## src/rtl/gpio_pkg.sv

```systemverilog
package gpio_pkg;
    localparam int ADDR_W = 6;

    localparam logic [ADDR_W-1:0] A_LEVEL  = 6'h00;
    localparam logic [ADDR_W-1:0] A_DIR    = 6'h04;
    localparam logic [ADDR_W-1:0] A_ENABLE = 6'h08;
    localparam logic [ADDR_W-1:0] A_STATUS = 6'h0C;
    localparam logic [ADDR_W-1:0] A_PEND   = 6'h10;
    localparam logic [ADDR_W-1:0] A_CLEAR  = 6'h14;
    localparam logic [ADDR_W-1:0] A_TTYPE  = 6'h18;
    localparam logic [ADDR_W-1:0] A_POLAR  = 6'h1C;
    localparam logic [ADDR_W-1:0] A_VER    = 6'h20;
    localparam logic [ADDR_W-1:0] A_BOTH   = 6'h24;
endpackage

```

## src/rtl/gpio_sync.sv

```systemverilog
module gpio_sync #(
    parameter int W = 32
) (
    input  logic         clk,
    input  logic         rst_n,
    input  logic [W-1:0] din,
    output logic [W-1:0] cur,
    output logic [W-1:0] prev
);
    typedef struct packed {
        logic [W-1:0] s1;
        logic [W-1:0] s2;
        logic [W-1:0] s3;
    } sync_t;

    sync_t st_d, st_q;

    always_comb begin
        st_d.s1 = din;
        st_d.s2 = st_q.s1;
        st_d.s3 = st_q.s2;
    end

    always_ff @(posedge clk or negedge rst_n) begin
        if (!rst_n) st_q <= '0;
        else        st_q <= st_d;
    end

    assign cur  = st_q.s2;
    assign prev = st_q.s3;
endmodule

```

## src/rtl/gpio_detect.sv

```systemverilog
module gpio_detect #(
    parameter int W = 32
) (
    input  logic [W-1:0] cur,
    input  logic [W-1:0] prev,
    input  logic [W-1:0] ttype,
    input  logic [W-1:0] polar,
    input  logic [W-1:0] both,
    output logic [W-1:0] hit
);
    for (genvar i = 0; i < W; i++) begin : g_pin
        logic rise, fall, lvl_on, edge_on;
        always_comb begin
            rise    = cur[i] & ~prev[i];
            fall    = ~cur[i] & prev[i];
            lvl_on  = polar[i] ? cur[i] : ~cur[i];
            if (both[i]) edge_on = rise | fall;
            else         edge_on = polar[i] ? rise : fall;
            hit[i]  = ttype[i] ? edge_on : lvl_on;
        end
    end
endmodule

```

## src/rtl/gpio_irq_ctrl.sv

```systemverilog
module gpio_irq_ctrl #(
    parameter int NPINS   = 32,
    parameter int VERSION = 3
) (
    input  logic             clk,
    input  logic             rst_n,
    input  logic [5:0]       bus_addr,
    input  logic             bus_we,
    input  logic [31:0]      bus_wdata,
    input  logic             bus_re,
    output logic [31:0]      bus_rdata,
    input  logic [NPINS-1:0] pin_in,
    output logic [NPINS-1:0] pin_out,
    output logic [NPINS-1:0] pin_oe,
    output logic             irq
);
    import gpio_pkg::*;

    localparam bit BOTH_ON = (VERSION > 2);

    typedef struct packed {
        logic [NPINS-1:0] val;
        logic [NPINS-1:0] dir;
        logic [NPINS-1:0] ien;
        logic [NPINS-1:0] sts;
        logic [NPINS-1:0] ttype;
        logic [NPINS-1:0] polar;
        logic [NPINS-1:0] both;
        logic [31:0]      rdata;
    } regs_t;

    regs_t r_d, r_q;

    logic [NPINS-1:0] lvl_cur, lvl_prev, hit;

    gpio_sync #(.W(NPINS)) u_sync (
        .clk  (clk),
        .rst_n(rst_n),
        .din  (pin_in),
        .cur  (lvl_cur),
        .prev (lvl_prev)
    );

    gpio_detect #(.W(NPINS)) u_detect (
        .cur  (lvl_cur),
        .prev (lvl_prev),
        .ttype(r_q.ttype),
        .polar(r_q.polar),
        .both (r_q.both),
        .hit  (hit)
    );

    logic [NPINS-1:0] wbits;
    logic [NPINS-1:0] clr;
    assign wbits = bus_wdata[NPINS-1:0];

    always_comb begin
        r_d = r_q;
        clr = '0;
        if (bus_we) begin
            case (bus_addr)
                A_LEVEL:  r_d.val   = wbits;
                A_DIR:    r_d.dir   = wbits;
                A_ENABLE: r_d.ien   = wbits;
                A_TTYPE:  r_d.ttype = wbits;
                A_POLAR:  r_d.polar = wbits;
                A_BOTH:   if (BOTH_ON) r_d.both = wbits;
                A_CLEAR:  clr       = wbits;
                default:  ;
            endcase
        end
        // a trigger in the same cycle as a clear keeps the bit set
        r_d.sts = (r_q.sts & ~clr) | hit;
        if (bus_re) begin
            case (bus_addr)
                A_LEVEL:  r_d.rdata = 32'(lvl_cur);
                A_DIR:    r_d.rdata = 32'(r_q.dir);
                A_ENABLE: r_d.rdata = 32'(r_q.ien);
                A_STATUS: r_d.rdata = 32'(r_q.sts);
                A_PEND:   r_d.rdata = 32'(r_q.sts & r_q.ien);
                A_TTYPE:  r_d.rdata = 32'(r_q.ttype);
                A_POLAR:  r_d.rdata = 32'(r_q.polar);
                A_VER:    r_d.rdata = 32'(VERSION);
                A_BOTH:   r_d.rdata = 32'(r_q.both);
                default:  r_d.rdata = '0;
            endcase
        end
    end

    always_ff @(posedge clk or negedge rst_n) begin
        if (!rst_n) begin
            r_q     <= '0;
            r_q.dir <= '1;
        end else begin
            r_q <= r_d;
        end
    end

    assign pin_oe    = ~r_q.dir;
    assign pin_out   = r_q.val & ~r_q.dir;
    assign irq       = |(r_q.sts & r_q.ien);
    assign bus_rdata = r_q.rdata;
endmodule

```

## config.mk

```make
export PLATFORM = sky130hd
export DESIGN_NAME = gpio_irq_ctrl
export DESIGN_NICKNAME = d
export VERILOG_FILES = /design/src/rtl/gpio_pkg.sv /design/src/rtl/gpio_sync.sv /design/src/rtl/gpio_detect.sv /design/src/rtl/gpio_irq_ctrl.sv
export SDC_FILE = /design/constraint.sdc
export NUM_CORES = 1
export LEC_CHECK = 0
export BUFFER_PORTS_ARGS = -buffer_cell sky130_fd_sc_hd__clkbuf_2
export CAP_MARGIN = 20
export CORE_ASPECT_RATIO = 0.7
export CORE_MARGIN = 2
export CORE_UTILIZATION = 60
export DETAILED_ROUTE_END_ITERATION = 16
export GPL_ROUTABILITY_DRIVEN = 0
export HOLD_SLACK_MARGIN = 0.15
export PLACE_DENSITY_LB_ADDON = 0.08
export SETUP_SLACK_MARGIN = 0.5
export SLEW_MARGIN = 20
export SYNTH_ARGS = -nofsm -noshare
export SYNTH_HDL_FRONTEND = slang
export SYNTH_SLANG_ARGS = --single-unit
```

## constraint.sdc

```tcl
create_clock -name clk -period 3.3 [get_ports clk]
set_clock_uncertainty 0.2 [all_clocks]
set_input_delay 0.33 -clock clk [delete_from_list [all_inputs] [get_ports clk]]
set_output_delay 0.33 -clock clk [all_outputs]
set_load 0.05 [all_outputs]
```

Yosys cells after proc, flatten, opt, wreduce, memory -nomap -nowiden
Index checks and enable logic that the tools add are counted.

Bits in registers: 352. Input bits: 74. Output and inout bits: 97. Logic and storage cells: 325.

Eq/ne operators: 9. Muxes and demuxes: 131. Bitwise gates (word level): 166. Reductions and logical operators: 8.

Operator list (count): $pmux 32 s9 (1); $mux 1 (128); $and 32x32->32 (3); $and 1x1->1 (64); $mux 32 (2); $not 1->1 (64); $not 32->32 (2); $or 1x1->1 (32); $or 32x32->32 (1); $reduce_or 32->1 (1); $eq 6x5->1 const B (4); $eq 6x4->1 const B (2); $eq 6x6->1 const B (2); $reduce_and 2->1 (6); $eq 6x3->1 const B (1); $logic_not 6->1 (1).

Longest topological paths before layout
Gate-level depths: netlist of the first run.

Depth after elaboration: 6. Depth in mapped cells: 8.

Hierarchy
Synthesis of the first run repeated with hierarchy kept, for this count alone.

Cell total of the unflattened synthesis: 1435. Area, all modules: 17083.9 sq um.

By module, submodules not included: gpio_irq_ctrl (instances 1, cells an instance 1019, area an instance 11959.0 sq um, sequential area each 6446.2 sq um); gpio_sync (instances 1, cells an instance 128, area an instance 2642.5 sq um, sequential area each 2402.3 sq um); gpio_detect (instances 1, cells an instance 288, area an instance 2482.4 sq um, sequential area each 0.0 sq um).

Least setup slack after synthesis of the first run
OpenSTA, ideal clock, no wires.

Path kind: flip-flop to output port. Start: register r_q[190] in the netlist's numbering. End: output port irq. Arrival time: 1.650 ns. Data required time: 2.770 ns. Slack: 1.120 ns. Cell stages (with the launch flop): 5. Cell sequence: dfrtp_1 -> a22o_1 -> a221oi_1 -> nand4_1 -> or4_1.

Longest elaborated chain between the ends: 2.

Ends and longest elaborated chain: start: declaration (line gpio_irq_ctrl.sv:32) `regs_t r_d, r_q;`; start signal: assignment (line gpio_irq_ctrl.sv:95) `r_q <= r_d;`; $and 32x32->32 (line gpio_irq_ctrl.sv:101) `assign irq = |(r_q.sts & r_q.ien);`; $reduce_or 32->1 (line gpio_irq_ctrl.sv:101); end: declaration (line gpio_irq_ctrl.sv:15) `output logic irq`.

No other way between the ends.

Worst setup path after layout of the first run
Ends and elaborated chain as after synthesis.

==> metrics, run 1 <==
Slowest Stage Delay on Critical Path=0.57 ns; maxcap violations=0; Rel. slew slack=28.3%; port bufs=170; largest net degree at the start of global routing=101; # setup viols final=0; Comb pwr share=14.4%; Finished Core Util=72.4%; sequential area share after synthesis=54.0%; Pwr Density=545 mW/mm2; cell internal pwr=7.51 mW; Max Fclk=358 MHz; Area Growth Syn to Fin=18.3%; # IOs=171; vias in the first global route=12.6k; hpwl dp=30.1 mm; CTS H-tree depth=2; switching power total=3.04 mW; GR Overflow Total=0; vias per cell=5.94; drt initial violations=1328; Post-Synthesis Cells=1518; DRC=0; syn nets=1656; Synth area leader=dfrtp_1; core area=0.0268 mm2; clk buf depth=3; CTS tree=built; Routed WL=45.3 mm; Ys Warns=0; WP buf/inv=1; CP top delay family=simple AND/OR/NAND/NOR gates; Sink Count=352; critical path type=flop to output port; arrival time worst endpoint=2.27 ns; hold crit path type=flop to flop; TritonCTS buffer count=36; first-pass GRT wire length=71.4 mm; EDFF count, synth=0; CP max-delay cell=or4_4; via count=12.6k; FP Rows=50; VDD IR-drop max=0.342 mV; initial antenna violation count=0; Switching Fraction=28.8%; Final ANT Viol Nets=0; Lkg Pwr=9.25 nW; min cycle time layout=2.80 ns; FF+latch count, synth=352; initial core utilization=61.2%; Worst Max-Slew Pin Slew=1.07 ns; Worst-path clk slew=0.06 ns; CTS root buffer=clkbuf_16; chip width=202 um; Final Hold Fails=0; Crit Path Max Fanout=3; critical path required time=2.77 ns; top-area cell type share of the netlist area=48.9%; Synth Flop Type=dfrtp_1; DIE AREA=0.0287 mm2; Async SR Flop Fraction=100%; syn avg cell area=10.8 um2; Synth area leaders=dfrtp_1 49%, mux2_2 6.4%, o21ai_0 5.4%; Reg power frac=48.7%; post-route clock period utilization=84.7%; status=completed; total track usage=32.4%; RSZ-0062 raised after global routing=yes; WL/cell=21.3 um; Worst setup SP type=flop; setup TNS=0 ns; critical-path cell list=a22o_1, a221oi_2, nand4_1, or4_4, buf_8; ANT cells=0; mapped cell area=0.0164 mm2; Synth cell types=57; clk_lat worst skew=0.53 ns; Pwr Total=10.6 mW; clock share of power=37.0%; Critical Path Sink Type=output port; pins over their slew limit=0; nets=1870; share of layout cells above drive strength 1=23.5%; router iterations before antenna repair=5; Die Y=142 um
## state kept, by name, summed over array words and instances, names as in the netlist
name,flops
r_q,224
u_sync.st_d,32
bus_rdata,32
u_sync.cur,32
u_sync.prev,32
## power by group through the flow
stage / registers, mW / logic, mW / clock network [mW]
floorplan: 5.05 / 1.02 / 0
global placement: 5.18 / 1.39 / 0
detailed placement: 5.19 / 1.43 / 0
CTS: 5.12 / 1.51 / 3.95
global route: 5.19 / 1.66 / 4.14
finish: 5.14 / 1.52 / 3.90
## final cells by class
class | count | area (um2)
sequential | 352 | 8850
fill | 1973 | 7390
multi-input combinational | 928 | 6500
timing repair buffer | 284 | 1980
clock buffer | 56 | 1070
inverter | 130 | 488
tap | 364 | 455
clock inverter | 8 | 42.5
## per-stage QoR
step / hold slack (ns) / instance area (um2) / setup WS, ns / std cells
global route: 0.155 / 19400 / 0.405 / 2122
global placement: 0.106 / 17500 / 0.744 / 1985
detailed placement: 0.100 / 17500 / 0.707 / 1985
CTS: 0.150 / 19400 / 0.462 / 2120
finish: 0.150 / 19400 / 0.504 / 2122
floorplan: -0.166 / 16400 / 1.12 / 1518
## routing by layer
layer,vias up,wire length (um),track usage [%]
li1,5705,-,-
met1,6274,20400,47.1
met2,542,20500,50.4
met3,77,3480,5.63
met4,0,957,9.29
met5,-,0,0
## synth_stat cells (all sizes together), types with 6 or more instances
cell and count:
a21o 15, a21oi 9, a221o 7, a221oi 17
a222oi 8, a22o 26, a22oi 45, a32oi 12
and2 6, and3 15, buf 62, clkbuf 46
dfrtp 320, dfstp 32, ha 64, inv 130
mux2 96, mux2i 9, nand2 201, nand3 28
nand4 6, nor2 11, nor2b 37, nor3b 6
o211ai 66, o21ai 182, xor2 32
## cells in the final DEF, fill, tap and decap left out, types with 9 or more instances in the layout
cell type / n
o21ai_0: 177
o211ai_1: 66
nand3_1: 25
a32oi_1: 12
a21oi_1: 9
buf_4: 38
xor2_1: 32
a221oi_1: 12
inv_1: 129
clkbuf_16: 37
a22oi_1: 44
nand2_1: 200
nor2b_1: 37
clkbuf_2: 168
mux2_2: 93
dfrtp_1: 319
a22o_1: 26
clkbuf_1: 12
and3_1: 15
dfstp_2: 32
dlygate4sd3_1: 70
ha_1: 64
mux2i_1: 9
a21o_1: 15
## cell families after synthesis
family / share of synthesized area, %
buf+inv: 6.67
compound gates: 16.1
simple gates: 9.52
flops: 54.0
xor+xnor: 1.71
fa+ha+maj: 4.89
mux: 7.15
## final timing paths
check                                          start                        end  slack, ns  cells after the start
setup / recovery                r_q[190]$_DFFE_PN0P_                        irq       0.50                      5
hold reg to reg            u_sync.st_d[38]$_DFF_PN0_    u_sync.cur[6]$_DFF_PN0_       0.15                      0
max in group asynchronous                      rst_n  u_sync.st_d[61]$_DFF_PN0_       1.25                      4
hold / removal             u_sync.st_d[38]$_DFF_PN0_    u_sync.cur[6]$_DFF_PN0_       0.15                      0
min in group asynchronous                      rst_n  u_sync.st_d[43]$_DFF_PN0_       0.71                      3
setup reg to reg                  r_q[133]$_DFF_PN0_   bus_rdata[5]$_DFFE_PN0P_       1.58                      6
## timing repair
action                                  4_1_cts  5_1_grt
resized for setup                             7        3
endpoints found under the setup margin        1        1
hold buffers                                 70        0
endpoints found under the hold margin       582        0
pin swaps                                     1        1
buffers inserted                              1        2
No activity file was read; power rests on OpenSTA's default activity.
==> inputs of run 2 (changes only) <==
- CORE_UTILIZATION: 60 -> 59
- clock period: 3.3 -> 2.85 ns (I/O delays scaled with it)
==> run 2 against run 1 <==
  * Sequential cell count unchanged
  * Count of clock-buffer cells in the layout decreased by 3
  * Final cell count rose by 0.19%
  * Die area grew 1.7%
  * Non-clock buffer count up 6
  * Sequential share of layout area fell by 0.28 points
  * Critical endpoint unchanged
==> metrics, run 2 (synthesis gave the netlist of run 1 again) <==
Critical Path Sink Type=output port; CTS root buffer=clkbuf_16; maxcap violations=0; Max Fclk=355 MHz; total track usage=31.9%; hold endpoint=u_sync.cur[23]$_DFF_PN0_; clk buf depth=3; switching power total=3.50 mW; critical-path cell list=a22o_1, a221oi_2, nand4_1, or4_4, buf_8; ANT cells=0; DRC=0; CP top delay family=simple AND/OR/NAND/NOR gates; critical path required time=2.37 ns; min cycle time layout=2.82 ns; R2R depth=5; initial antenna violation count=0; clk_lat worst skew=0.53 ns; router iterations before antenna repair=7; CTS tree=built; largest net degree at the start of global routing=76; vias in the first global route=12.7k; RSZ-0062 raised after global routing=yes; hpwl dp=30.8 mm; status=completed; Crit Path Max Fanout=3; Final Hold Fails=0; Worst setup SP type=flop; pins over their slew limit=0; Lkg Pwr=9.30 nW; via count=12.7k; max reg flops=224; initial core utilization=60.6%; Setup WS pre-CTS=0.333 ns; TritonCTS buffer count=34; PnR worst setup slack=0.0324 ns; post-route clock period utilization=98.9%; reg2reg setup slack=1.10 ns; DIE AREA=0.0291 mm2; # setup viols final=0; worst r2r dst=r_q[158]$_DFF_PN0_; most frequent cells in the layout=320 x dfrtp_1, 200 x nand2_1, 177 x o21ai_0; cell internal pwr=9.00 mW; Finished Core Util=72.1%; CTS H-tree depth=2; Rel. slew slack=36.8%; Sink Count=352; post-route insts no fill=2126; clock share of power=38.4%; drt initial violations=1307; Switching Fraction=28.0%; Slowest Stage Delay on Critical Path=0.48 ns; hold crit path type=flop to flop; nets=1874; CP max-delay cell=or4_4; GR Overflow Total=0; share of layout cells above drive strength 1=23.8%; r2r startpoint=u_sync.cur[30]$_DFF_PN0_; VDD IR-drop max=0.453 mV; Worst Max-Slew Pin Slew=0.946 ns; hold_sp=u_sync.st_d[55]$_DFF_PN0_; Pwr Density=641 mW/mm2; Final ANT Viol Nets=0; Worst-path clk slew=0.06 ns; worst hold stages=0; Reg with most FFs=r_q; # IOs=171; Area Growth Syn to Fin=19.0%; first-pass GRT wire length=71.4 mm; WL/cell=21.4 um; arrival time worst endpoint=2.33 ns; critical path type=flop to output port; WP buf/inv=1; dpl cells=1995; Reg power frac=47.5%; port bufs=170; Routed WL=45.4 mm; Die Y=143 um; chip width=203 um; core area=0.0270 mm2; vias per cell=5.98; Comb pwr share=14.1%; critical path depth=5; commonest non-fill, non-tap cell in the layout=dfrtp_1; FP Rows=50
==> run 2: cell types whose count changed in the layout (fill, tap and decap cells not counted), sizes merged <==
cell and change:
bufinv +4, dlygate4sd3 -2, clkbuf -3, clkinv -3, buf +8
==> run 2: how the worst max path moves through the flow <==
stage / start / to / slack, ns
floorplan: r_q[190]$_DFFE_PN0P_ / irq / 0.71
global placement: r_q[188]$_DFFE_PN0P_ / irq / 0.35
detailed placement: bus_addr[3] / bus_rdata[22]$_DFFE_PN0P_ / 0.33
CTS: r_q[156]$_DFF_PN0_ / irq / 0.02
global route: r_q[156]$_DFF_PN0_ / irq / -0.003
finish: r_q[156]$_DFF_PN0_ / irq / 0.03
==> run 2: worst reg2reg max path, stage by stage (launching register included) <==
cell and delay, ns:
dfrtp_1 0.46, inv_1 0.09, ha_1 0.20, mux2_2 0.25, o211ai_1 0.18, o211ai_1 0.21
==> run 2: metal layers <==
metal,wire (um),track usage (%)
met5,0,0
met2,20600,49.6
met4,1140,9.64
met1,20300,46.6
met3,3410,5.24
==> run 2: through the flow <==
stage / setup TNS [ns] / area [um2] / total power [mW] / hold slack, ns
floorplan: 0 / 16400 / 7.03 / -0.211
global placement: 0 / 17600 / 7.60 / 0.0878
detailed placement: 0 / 17600 / 7.68 / 0.0867
CTS: 0 / 19500 / 12.6 / 0.150
global route: -0.00295 / 19500 / 13.0 / 0.154
finish: 0 / 19500 / 12.5 / 0.145
==> run 2: repair_timing <==
action | CTS | global route
endpoints found under the setup margin | 1 | 1
hold buffers | 68 | 0
hold endpoints to repair | 580 | 0
setup buffers | 0 | 1
pin swaps | 2 | 2
gates resized for setup | 6 | 1
==> run 2: area by class of cell <==
type | count | area, um2
repair buffers | 290 | 2030
well taps | 364 | 455
clock buffers | 53 | 1040
flip-flops and latches | 352 | 8850
multi-input cells | 928 | 6490
clock inverters | 9 | 148
fillers | 1986 | 7530
inverters | 130 | 488
==> run 2: power by group through the flow <==
stage                     clock, mW  combinational, mW  sequential (mW)
final                          4.79               1.76             5.94
after global routing           5.09               1.93             5.99
after CTS                      4.86               1.76             5.92
after detailed placement          0               1.67             6.01
after global placement            0               1.61             5.99
after floorplan                   0               1.18             5.85
